### config.mk
export PLATFORM = sky130hd
export DESIGN_NAME = addr_data_join_wr
export DESIGN_NICKNAME = d
export VERILOG_FILES = /design/src/rtl/jw_pkg.sv /design/src/rtl/jw_slot.sv /design/src/rtl/jw_lat_cnt.sv /design/src/rtl/jw_mix.sv /design/src/rtl/addr_data_join_wr.sv
export SDC_FILE = /design/constraint.sdc
export NUM_CORES = 1
export LEC_CHECK = 0
export CORE_ASPECT_RATIO = 0.75
export CORE_MARGIN = 2
export CORE_UTILIZATION = 45
export CTS_BUF_LIST = sky130_fd_sc_hd__clkbuf_8 sky130_fd_sc_hd__clkbuf_16
export CTS_CLUSTER_DIAMETER = 60
export DETAILED_ROUTE_END_ITERATION = 10
export MAX_ROUTING_LAYER = met4
export PLACE_DENSITY_LB_ADDON = 0.05
export SLEW_MARGIN = 30
export SYNTH_ARGS = -nofsm -noshare
export SYNTH_HDL_FRONTEND = slang
export SYNTH_SLANG_ARGS = --single-unit
### constraint.sdc
create_clock -name clk -period 6.98 [get_ports clk]
set_clock_uncertainty 0.15 [all_clocks]
set_input_delay 1.396 -clock clk [delete_from_list [all_inputs] [get_ports clk]]
set_output_delay 1.396 -clock clk [all_outputs]
set_load 0.01 [all_outputs]
### src/rtl/jw_pkg.sv
package jw_pkg;
  typedef enum logic [0:0] {
    ST_COLLECT = 1'b0,
    ST_WAIT    = 1'b1
  } jw_state_e;
endpackage

### src/rtl/jw_slot.sv
module jw_slot #(
  parameter int W = 16
) (
  input  logic         clk,
  input  logic         rst,
  input  logic         clr,
  input  logic         take,
  input  logic         consume,
  input  logic [W-1:0] din,
  output logic         eff_v,
  output logic [W-1:0] eff
);
  logic         held;
  logic [W-1:0] q;

  always_ff @(posedge clk) begin
    if (rst || clr || consume) begin
      held <= 1'b0;
      if (rst) q <= '0;
    end else if (take) begin
      held <= 1'b1;
      q    <= din;
    end
  end

  assign eff_v = held | take;
  assign eff   = take ? din : q;

  a_r7_clear_drops: assert property (@(posedge clk) disable iff (rst)
    clr |=> !held);
  a_r4_value_persists: assert property (@(posedge clk) disable iff (rst)
    (held && !take && !clr && !consume) |=> (held && $stable(q)));
endmodule

### src/rtl/jw_lat_cnt.sv
module jw_lat_cnt #(
  parameter int LAT_W = 8
) (
  input  logic             clk,
  input  logic             rst,
  input  logic             clr,
  input  logic             load,
  input  logic [LAT_W-1:0] load_val,
  input  logic             in_wait,
  input  logic             tick,
  output logic             done
);
  logic [LAT_W-1:0] cnt;

  always_ff @(posedge clk) begin
    if (rst || clr) begin
      cnt <= '0;
    end else if (load) begin
      cnt <= (load_val == '0) ? '0 : load_val - LAT_W'(1);
    end else if (in_wait && tick && cnt != '0) begin
      cnt <= cnt - LAT_W'(1);
    end
  end

  assign done = in_wait && tick && (cnt == '0);

  a_r5_hold_without_tick: assert property (@(posedge clk) disable iff (rst)
    (in_wait && !tick && !clr && !load) |=> $stable(cnt));
  a_r5_step_down: assert property (@(posedge clk) disable iff (rst)
    (in_wait && tick && cnt != '0 && !clr && !load) |=> (cnt == $past(cnt) - LAT_W'(1)));
  a_r9_idle_stable: assert property (@(posedge clk) disable iff (rst)
    (!in_wait && !load && !clr) |=> $stable(cnt));
endmodule

### src/rtl/jw_mix.sv
module jw_mix #(
  parameter int ADDR_W = 16,
  parameter int DATA_W = 32
) (
  input  logic [ADDR_W-1:0]        a,
  input  logic [DATA_W-1:0]        d,
  output logic [ADDR_W+DATA_W-1:0] y
);
  logic [DATA_W-1:0] low;

  for (genvar i = 0; i < DATA_W; i++) begin : g_bit
    assign low[i] = d[i] ^ a[i % ADDR_W];
  end

  assign y = {a, low};
endmodule

### src/rtl/addr_data_join_wr.sv
module addr_data_join_wr #(
  parameter int ADDR_W = 16,
  parameter int DATA_W = 32,
  parameter int LAT_W  = 8,
  localparam int PAY_W = ADDR_W + DATA_W
) (
  input  logic              clk,
  input  logic              rst,
  input  logic              addr_valid,
  input  logic [ADDR_W-1:0] addr_in,
  input  logic              data_valid,
  input  logic [DATA_W-1:0] data_in,
  input  logic [LAT_W-1:0]  latency,
  input  logic              tick,
  input  logic              replay,
  output logic              wr_valid,
  output logic [PAY_W-1:0]  wr_payload
);
  import jw_pkg::*;

  jw_state_e         st;
  logic              live, fire, lat_done;
  logic              a_ok, d_ok;
  logic [ADDR_W-1:0] a_eff;
  logic [DATA_W-1:0] d_eff;

  assign live = !rst && !replay && (st == ST_COLLECT);
  assign fire = live && a_ok && d_ok;

  jw_slot #(.W(ADDR_W)) u_aslot (
    .clk(clk), .rst(rst), .clr(replay), .take(live && addr_valid),
    .consume(fire), .din(addr_in), .eff_v(a_ok), .eff(a_eff));

  jw_slot #(.W(DATA_W)) u_dslot (
    .clk(clk), .rst(rst), .clr(replay), .take(live && data_valid),
    .consume(fire), .din(data_in), .eff_v(d_ok), .eff(d_eff));

  jw_lat_cnt #(.LAT_W(LAT_W)) u_cnt (
    .clk(clk), .rst(rst), .clr(replay), .load(fire), .load_val(latency),
    .in_wait(st == ST_WAIT), .tick(tick), .done(lat_done));

  jw_mix #(.ADDR_W(ADDR_W), .DATA_W(DATA_W)) u_mix (
    .a(a_eff), .d(d_eff), .y(wr_payload));

  always_ff @(posedge clk) begin
    if (rst || replay) begin
      st <= ST_COLLECT;
    end else if (fire && latency != '0) begin
      st <= ST_WAIT;
    end else if (st == ST_WAIT && lat_done) begin
      st <= ST_COLLECT;
    end
  end

  assign wr_valid = fire;

  a_r7_no_write_on_replay: assert property (@(posedge clk) disable iff (rst)
    replay |-> !wr_valid);
  a_r5_enter_wait: assert property (@(posedge clk) disable iff (rst)
    (wr_valid && latency != '0) |=> (st == ST_WAIT || $past(replay)));
  a_r6_no_wait: assert property (@(posedge clk) disable iff (rst)
    (wr_valid && latency == '0) |=> (st == ST_COLLECT));
  a_r5_quiet_in_wait: assert property (@(posedge clk) disable iff (rst)
    (st == ST_WAIT) |-> !wr_valid);
  a_r7_restart: assert property (@(posedge clk) disable iff (rst)
    replay |=> (st == ST_COLLECT));
endmodule

# Word level (Yosys, flattened, before mapping)
# Index checks and enable logic that the tools add are counted.
# W data, S select, Z words.
word_totals:
  register_bits: 59
  latch_bits: 0
  ramBits: 0
  romBits: 0
  input_bits: 62
  out_inout_bits: 49
  elab_cells: 76
  memories: 0
classes:
  add_sub_neg: 2
  multipliers: 0
  div_mod_pow: 0
  magnitude_cmp: 0
  eq_ne: 1
  shifts: 0
  n_mux: 11
  n_bitwise: 35
  n_reduce_logical: 21
op_table:
  columns: ["operator", "n"]
  rows:
  - ["$mux W32", 3]
  - ["$mux W16", 3]
  - ["$xor A1 B1 Y1", 32]
  - ["$mux W8", 3]
  - ["$logic_not A8 Y1", 2]
  - ["$reduce_bool A8 Y1", 2]
  - ["$sub A8 B1 Y8 const B", 2]
  - ["$logic_and A1 B1 Y1", 11]
  - ["$reduce_bool A2 Y1", 2]
  - ["$logic_not A1 Y1", 2]
  - ["$logic_or A1 B1 Y1", 2]
  - ["$mux W1", 2]
  - ["$ne A2 B2 Y1 const B", 1]
  - ["$or A1 B1 Y1", 2]
  - ["$not A1 Y1", 1]

# Logic depth before layout (Yosys ltp)
# Gate-level depths: netlist of the first run.
logic_depth:
  ltp_word: 9
  depth_mapped: 8
  ltp_nobuf: 6

# Hierarchy
# Synthesis of the first run repeated with hierarchy kept, for this count alone.
hier_totals:
  hier_cells: 317
  area_unflattened_um2: 3956.3
modules_own_cells:
  columns: ["module", "n_inst", "cells_per_inst", "area_each_um2", "seq_area_each_um2"]
  rows:
  - ["jw_slot (u_dslot)", 1, 108, 1785.5, 980.9]
  - ["jw_slot (u_aslot)", 1, 57, 947.2, 500.5]
  - ["jw_lat_cnt", 1, 94, 738.2, 160.2]
  - ["jw_mix", 1, 48, 400.4, 0.0]
  - ["addr_data_join_wr", 1, 10, 85.1, 20.0]

# Worst setup path after synthesis of the first run
# OpenSTA, ideal clock, no wires.
synth_path:
  path_kind: "input-to-output"
  start: "input port rst"
  end: "output port wr_payload[15]"
  t_arrival_ns: 2.845
  t_required_ns: 5.434
  slack_ns: 2.589
  path_stages: 6
  path_buffers: 2
  path_cell_list: "or3_1 buf_6 nor2_8 buf_6 mux2i_1 xor2_1"
synth_via:
  elab_chain_len: 6
  elab_cells_between_ends: 8
  classes_between: "2 x mux; 1 x bitwise; 5 x reduce/logical"
synth_lines:
  columns: ["element", "line", "rtl"]
  rows:
  - ["from (decl)", "addr_data_join_wr.sv:8", "input logic rst,"]
  - ["$logic_not A1 Y1 (*)", "addr_data_join_wr.sv:27", "assign live = !rst && !replay && (st == ST_COLLECT);"]
  - ["$logic_and A1 B1 Y1 (*) (2 in series)", "addr_data_join_wr.sv:27", null]
  - ["$logic_and A1 B1 Y1, on equally long branches", "addr_data_join_wr.sv:35, addr_data_join_wr.sv:31", null]
  - ["$mux W32 / $mux W16 (equally long branches)", "jw_slot.sv:27", "assign eff = take ? din : q;"]
  - ["$xor A1 B1 Y1 (*)", "jw_mix.sv:12", "assign low[i] = d[i] ^ a[i % ADDR_W];"]
  - ["to (decl)", "addr_data_join_wr.sv:17", "output logic [PAY_W-1:0] wr_payload"]
# Mark *: on every way between the ends. The rest lies on a longest branch, timed or not.

# Worst setup path after layout of the first run
layout_path:
  start: "input port rst"
  end: "output port wr_payload[16]"
# The elaborated chain is that of the path after synthesis.

==> metrics list, run 1 <==
- The run finished with clean final reports.
* Sw Pwr: 249.7 uW
- Placeable Area: 7229 um2
- The first global-routing pass estimated 12.08 mm of wire.
* Clock Latency Late Sink: 0.33 ns
- In this run the power density over the cells is 220.8 nW/um2.
- Die extent in y: 78.33 um
* Syn-to-layout area delta: 44.28%
- In the final timing run, aggregate negative setup slack is 0 ns.
- R2r endpoint: u_dslot.q[16]
- The floorplan has 27 rows.
* Average size of a mapped cell: 10.94 um2
* CTS buffer count: 9
- Number of antenna diodes: 0
- The floorplan step defined a die boundary enclosing 8075 um2.
- Residual antenna-violating net count after detailed routing: 0
- Critical path type: primary input to primary output
- The post-route netlist has 6.667% of its cells at a drive strength greater than 1.
- Dividing the detail-routed wire length by the instance count gives 14.40 um.
- The path with the worst hold slack has its endpoint at u_aslot.held.
- Counting instances, the worst hold path has a depth of 2.
* Transition at the pin with the smallest max-transition slack: 0.6861 ns
- Number of flops mapped to enable cells by yosys: 48
- The final layout contains routed wiring with a total length of 7.501 mm.
* Critical Path Max Stage Delay: 0.55 ns
- Yosys cell types: 45
- Of the post-synthesis cell area, the dominant cell type holds 43.49%.
- After technology mapping, the gate count stands at 303.
* Kind of cell adding the most delay to the critical path: buffers and inverters
* Master of the slowest instance on the critical path: clkdlybuf4s50_1
* Internal power: 806.3 uW
* Crit Reg-Reg Startpoint: st
- The critical path goes through clkdlybuf4s50_1, or3_1, nor2_4, buf_12, mux2i_1, xor2_1, clkdlybuf4s50_1.
- The worst setup path is captured at a primary output.
- Slack of the worst reg-to-reg path: 4.34 ns
- The number of cells on the worst reg-to-reg path is 5.
* Die X-Extent: 103.1 um
- For this run, the leading register cell type out of synthesis is edfxtp_1.
- For this run the aggregate overflow at the end of global routing stands at 0.
* FMAX: 171.9 MHz
- Post-CTS Setup Repair Bufs: 0
- Synthesized net count: 368
- The clock passes through at most 2 buffers.
- Clock tree from TritonCTS: yes
- HPWL reported at the end of detailed placement: 5.347 mm
- RSZ-0062 raised after global routing: false
- After clock tree synthesis, the flow added hold-fix buffers numbering 0.
- Among all cell types in the netlist, the one instantiated most often is nor2_1.
- Share of the core filled with cells: 66.15%
* Pre-CTS setup slack: 1.183 ns
* Classification of the worst-slack hold path: register to register
- After routing the design area is 4782 um2.
- STA classifies the critical path startpoint as a primary input.
- Buffers placed on the I/O ports in this run total 110.
- Clock Tree Root: clkbuf_8
- Synth area leader: edfxtp_1
- Required @ worst endpoint: 5.43 ns
- Starting DRT DRC Count: 91
- Including well taps, the total number of placed cells is 505.
* Async SR Flop Fraction: 0%
* Pin count of the biggest net entering global routing: 53
- Hold path startpoint: u_aslot.held
- The number of gates resized after CTS was 0.
- Most used standard cells in the synthesized netlist: nor2_1 (59), mux2i_1 (50), edfxtp_1 (48)
- Worst slew margin: 54.16%
- Seq cells post-synth: 59
- Mean number of vias per cell: 4.910
- Net count of the finished layout: 480
- Peak supply drop: 0.1300 mV
- Net switching is 23.65% of the power.
- Yosys printed 0 warnings.
- Of the synthesized area, sequential elements account for 50.13%.
- In this run, flip-flops and latches consume 38.8% of the power.
- Leakage power summed over all cells: 1.779 nW
* Via Count: 2,558
- Cell area after technology mapping: 3314 um2
- The first detailed-routing pass took 4 iterations.
- Number of max-cap violations: 0
- Fill cell count: 594
- # clock sinks: 59
- Max-slew violations: 0
- Worst Path Max Fanout: 18
- Summing all placed instances gives a cell area of 4518 um2.
* Worst-case setup margin in the final layout: 1.164 ns
* Number of I/O pins: 111
- After detailed routing, the number of remaining DRC violations is 0.
* Biggest area contributors in the synthesized netlist: edfxtp_1 (43%), mux2i_1 (15%), xor2_1 (8.7%), nor2_1 (6.7%), dfxtp_1 (6.6%)
- Number of failing hold endpoints at the final stage: 0
- Combinational group share of total power: 22.4%
* Starting density of the core: 45.85%
* Crit path buffers/inverters: 3
- Global routing used 19.94% of the available tracks.
* Final weighted congestion of routability-driven global placement: 0.8806
* Power share of the clock group: 38.8%
- Arrival time worst endpoint: 4.27 ns
* H-tree lvl count: 3
* Initial antenna violation count: 0
- Once layout is complete, the cells apart from fillers number 521.
- The via count of the first global-routing pass was 2,503.
* Register clock-pin slew on the reported worst setup and hold paths: 0.07 ns
* Clock period minus final worst setup slack: 5.816 ns
- Setup violations remaining at the end of the flow were counted as 0.
- In this design, the critical path's most frequently occurring cell is clkdlybuf4s50_1.
- Of the available clock period, the critical path in the final layout requires 83.32%.
[layer usage]
| metal | GRT usage [%] | wire length, um | vias to the layer above |
|---|---|---|---|
| met5 | - | 0 | - |
| met4 | 4.605 | 48 | 0 |
| met3 | 5.699 | 529 | 6 |
| met2 | 28.25 | 3286 | 103 |
| met1 | 28.50 | 3637 | 1156 |
| li1 | - | - | 1293 |
[how the worst max path moves through the flow]
stage,from,end,cells past startpoint
final,rst,wr_payload[16],7
after global placement,rst,wr_payload[25],7
after floorplan,rst,wr_payload[15],6
after CTS,rst,wr_payload[16],7
after detailed placement,rst,wr_payload[25],7
after global routing,rst,wr_payload[5],7
[final cells by class]
type | instances | area [um2] | share of cell area (%)
Clock inverter | 7 | 140.1 | 2.930
Sequential cell | 59 | 1662 | 34.75
Clock buffer | 9 | 123.9 | 2.590
Multi-Input combinational cell | 208 | 1504 | 31.45
Inverter | 24 | 90.09 | 1.884
Tap cell | 101 | 126.4 | 2.643
Timing Repair Buffer | 113 | 1136 | 23.76
[power by group through the flow]
stage | clock [mW] | combinational (mW) | sequential, mW
CTS | 0.418 | 0.239 | 0.410
finish | 0.410 | 0.236 | 0.410
global route | 0.431 | 0.256 | 0.412
detailed placement | 0 | 0.238 | 0.417
floorplan | 0 | 0.107 | 0.416
global placement | 0 | 0.237 | 0.417
[stage by stage]
step           hold WS, ns  total power [mW]
6_report            0.3203             1.056
5_1_grt             0.3652             1.098
4_1_cts             0.3266             1.067
3_5_place_dp        0.3118            0.6549
3_3_place_gp        0.3052            0.6536
2_1_floorplan       0.2907            0.5228
[placed cells by master, fill, tap and decap left out, types with 2 or more instances in the layout]
cell             count
o31ai_1              2
nand2_1              6
clkdlybuf4s50_1    110
inv_1               23
bufinv_16            4
mux2i_1             50
nor2_1              59
a211oi_1             7
ha_1                 3
or2_2                2
nor3b_1              3
clkbuf_8             9
dfxtp_1             11
o22ai_1              3
nor4_1               3
o21ai_0              3
nand3_1              3
a21oi_1              6
clkinvlp_4           2
xnor2_1              2
xor2_1              33
edfxtp_1            48
buf_4                2
or3_1                2
[state kept, by name, indices dropped and copies added (netlist names)]
signal and cells:
u_dslot.held 1, u_aslot.q 16, u_dslot.q 32, st 1, u_aslot.held 1, u_cnt.cnt 8
[cells by family (layout without fill, tap and decap cells)]
family | after synthesis | in the layout | share of synthesized area [%]
and+or+nand+nor | 88 | 88 | 12.65
xor gates and xnor gates | 35 | 35 | 9.249
adders and majority gates | 3 | 3 | 1.133
AOI/OAI and AO/OA | 31 | 31 | 6.493
buffers and inverters | 36 | 153 | 4.907
muxes | 51 | 51 | 15.44
DFF | 59 | 59 | 50.13
[tightest hold or removal path, stage by stage, from the launching register on]
cell and delay [ns]:
dfxtp_1 0.33, nor2_1 0.05, nor2_1 0.06
Power figures use the tool's default switching activity.
==> run 2, diff against run 1 <==
- CORE_UTILIZATION: 45 -> 42
- clock period: 6.98 -> 5.3 ns (I/O delays scaled with it)
==> run 2 against run 1 <==
  * First-iteration DRC count up 32%
  * Sequential cell count unchanged
  * Critical path type unchanged
  * Setup slack worse by 0.82 ns
  * Cell count rose by 0.96%
  * Non-clock buffer count grew 1
  * Largest power group unchanged
  * Routed wire length increased by 4.7%
  * Core utilization shrank 5.4 points
==> metrics list, run 2 (synthesis results as in run 1) <==
- Non-filler cells, final: 526 (+0.96%)
* CTS buffer count: 9 (unchanged)
* Placeable Area: 7777 um2 (+7.6%)
- The depth of the CTS H-tree is 3 (unchanged).
- Top flop regs: u_dslot.q x32, u_aslot.q x16, u_cnt.cnt x8
* Register with the most flip-flops: u_dslot.q
- Initial DRT Pass Iterations: 4 (unchanged)
* Kind of cell adding the most delay to the critical path: buffers and inverters
- Master of the slowest instance on the critical path: clkdlybuf4s50_1
- The final count of negative-setup-slack endpoints is 0 (unchanged).
* Clock Tree Root: clkbuf_8
- Clock Latency Late Sink: 0.34 ns (about the same)
- Leading cell type in the layout, fill and taps excluded: clkdlybuf4s50_1
- Combinational group share of total power: 24.2% (+1.8 points)
- Hold path startpoint: u_aslot.held
- The headroom to the max-slew limit is 47.21% (-7.0 points).
* Syn-to-layout area delta: 42.58%
- Transition at the pin with the smallest max-transition slack: 0.7919 ns (+0.1058 ns)
- The buffers inserted during post-CTS setup optimization was 0 (unchanged).
- The number of buffers on the longest clock path is 2 (unchanged).
* FMAX: 201.8 MHz
- The setup slack after layout is 0.3439 ns (-0.8201 ns).
- Power share of the sequential group: 41.8% (+3.0 points)
- STA classifies the critical path endpoint as a primary output.
* Routed wire per std cell: 14.93 um (+3.7%)
- The clock period could shrink to 4.956 ns.
* Required @ worst endpoint: 4.09 ns (-1.34 ns)
- Aggregate global routing overflow: 0 (unchanged)
- Pre-CTS setup slack: 0.3234 ns (-0.8596 ns)
- The post-layout net count was 481 (+0.21%).
- Area of all sequential standard cells: 1662 um2 (unchanged)
- The routability-driven placement congestion ratio came to 0.8405 (-4.6%).
* Residual antenna-violating net count after detailed routing: 0 (unchanged)
* Worst Path Max Fanout: 17 (-1)
- The total half-perimeter wirelength after legalization and detailed placement is 5.571 mm (+4.2%).
- Number of DRC violations after detailed routing: 0 (unchanged)
- The final antenna diode count was 0 (unchanged).
- The largest net degree at the start of global routing was 53 (unchanged).
- The final setup TNS is 0 ns (unchanged).
- Hold bufs inserted after CTS: 0 (unchanged)
- The global-route total usage across every layer was 19.17% (-0.78 points).
* Detailed-route wire length: 7.853 mm (+4.7%)
* Critical Path Max Stage Delay: 0.56 ns (about the same)
- Placed cell count: 510 (+0.99%)
- Number of max-cap violations: 0 (unchanged)
- The number of cells upsized or downsized after cts came to 0 (unchanged).
- Via Count: 2,591 (+1.3%)
- The die extent in x came to 106.6 um (+3.4%).
- The share of power burned in the clock network is 34.0% (-4.8 points).
- The cell-internal power came to 961.5 uW (+19%).
- The die outline area came to 8625 um2 (+6.8%).
* # clock sinks: 59 (unchanged)
- The worst register-to-register path begins at st.
* CP dominant cell by count: clkdlybuf4s50_1
* Share of the cycle needed by the critical path after routing: 93.51%
* Die extent in y: 80.93 um (+3.3%)
- CP Launch Point: rst
- The max-slew violation total from the final report is 0 (unchanged).
- Leakage power summed over all cells: 1.762 nW (-1.0%)
- Via count of the first global-routing pass: 2,559 (+2.2%)
- The count of buffers inserted at the top-level ports was 110 (unchanged).
- The power density over cell area was 273.3 nW/um2 (+24%).
- Initial antenna violation count: 0 (unchanged)
- Sort of element at the start of the critical path: primary input
- The worst endpoint data arrival time is 3.75 ns (-0.52 ns).
* RSZ-0062 raised after global routing: false
- Layout cells sized above 1: 6.176% (-0.49 points)
- Peak supply drop: 0.1396 mV (+7.4%)
- Fraction of power spent switching nets: 25.55% (+1.9 points)
* Wire length of the first global-routing pass: 12.39 mm (+2.5%)
* Outcome: complete, no violations
- Number of failing hold endpoints at the final stage: 0 (unchanged)
- Classification of the worst-slack hold path: register to register
- The sum of internal, switching and leakage power came to 1.292 mW (+22%).
- Area taken by multi-input logic gates: 1504 um2 (unchanged)
* Total number of placement rows: 28 (+3.7%)
* Starting density of the core: 42.62% (-3.2 points)
* Mean number of vias per cell: 4.926 (+0.33%)
* Clock tree from TritonCTS: yes
* Crit path buffers/inverters: 2 (-1)
- The library cells used most frequently in the layout, excluding fill and tap cells, are clkdlybuf4s50_1 (110), nor2_1 (59), mux2i_1 (50), edfxtp_1 (48), xor2_1 (33).
- Flip-flop count of the largest register, all copies and words added: 32 (unchanged)
- The signal on the critical path passes through clkdlybuf4s50_1, or3_1, nor2_8, mux2i_1, xor2_1, clkdlybuf4s50_1.
- The number of inserted filler cells in the final layout came to 696 (+17%).
* Critical path type: primary input to primary output
- Sw Pwr: 330.0 uW (+32%)
- The clock transition time at the flip-flop clock pins of the worst setup and hold paths was 0.06 ns (about the same).
- The count of boundary I/O pins was 111 (unchanged).
- The iteration-0 DRC count of the detailed router came to 120 (+32%).
==> run 2: through the flow <==
stage          util (%)  area, um2  hold WS (ns)
4_1_cts           60.76       4726        0.3300
5_1_grt           60.76       4726        0.3789
3_3_place_gp      58.09       4518        0.3034
3_5_place_dp      58.09       4518        0.3125
2_1_floorplan         -       3314        0.2907
6_report          60.76       4726        0.3300
==> run 2: path summary, 6_finish.rpt <==
path / to / slack, ns / cells after the start
setup reg to reg: u_aslot.q[14] / 2.85 / 4
hold / removal: u_aslot.held / 0.33 / 2
hold reg to reg: u_aslot.held / 0.33 / 2
setup / recovery: wr_payload[14] / 0.34 / 6
==> run 2: routing by layer <==
| metal | share of wire, % | GRT usage (%) | vias to the layer above | routed length (um) |
|---|---|---|---|---|
| li1 | - | - | 1298 | - |
| met1 | 48 | 25.47 | 1198 | 3789 |
| met2 | 44 | 28.41 | 88 | 3433 |
| met3 | 6.9 | 6.100 | 7 | 542 |
| met4 | 1.1 | 5.325 | 0 | 87 |
| met5 | 0 | - | - | 0 |
==> run 2: worst register-to-register path, delay by kind of cell, from the launching register on <==
family | cells | cell delay, ns
DFF | 1 | 0.41
muxes | 1 | 0.51
and+or+nand+nor | 3 | 1.12
==> run 2: power by group through the flow <==
stage          clock network (mW)  registers, mW  logic [mW]
6_report                    0.439          0.540       0.313
5_1_grt                     0.463          0.543       0.339
4_1_cts                     0.445          0.540       0.317
3_5_place_dp                    0          0.550       0.314
3_3_place_gp                    0          0.549       0.313
2_1_floorplan                   0          0.548       0.141
==> run 2: cell type report <==
cell class	instances	share of cell area, %
well taps	105	2.780
clock buffers	9	2.621
repair buffers	114	23.93
clock inverters	7	1.774
inverters	24	1.906
flip-flops and latches	59	35.16
multi-input cells	208	31.82
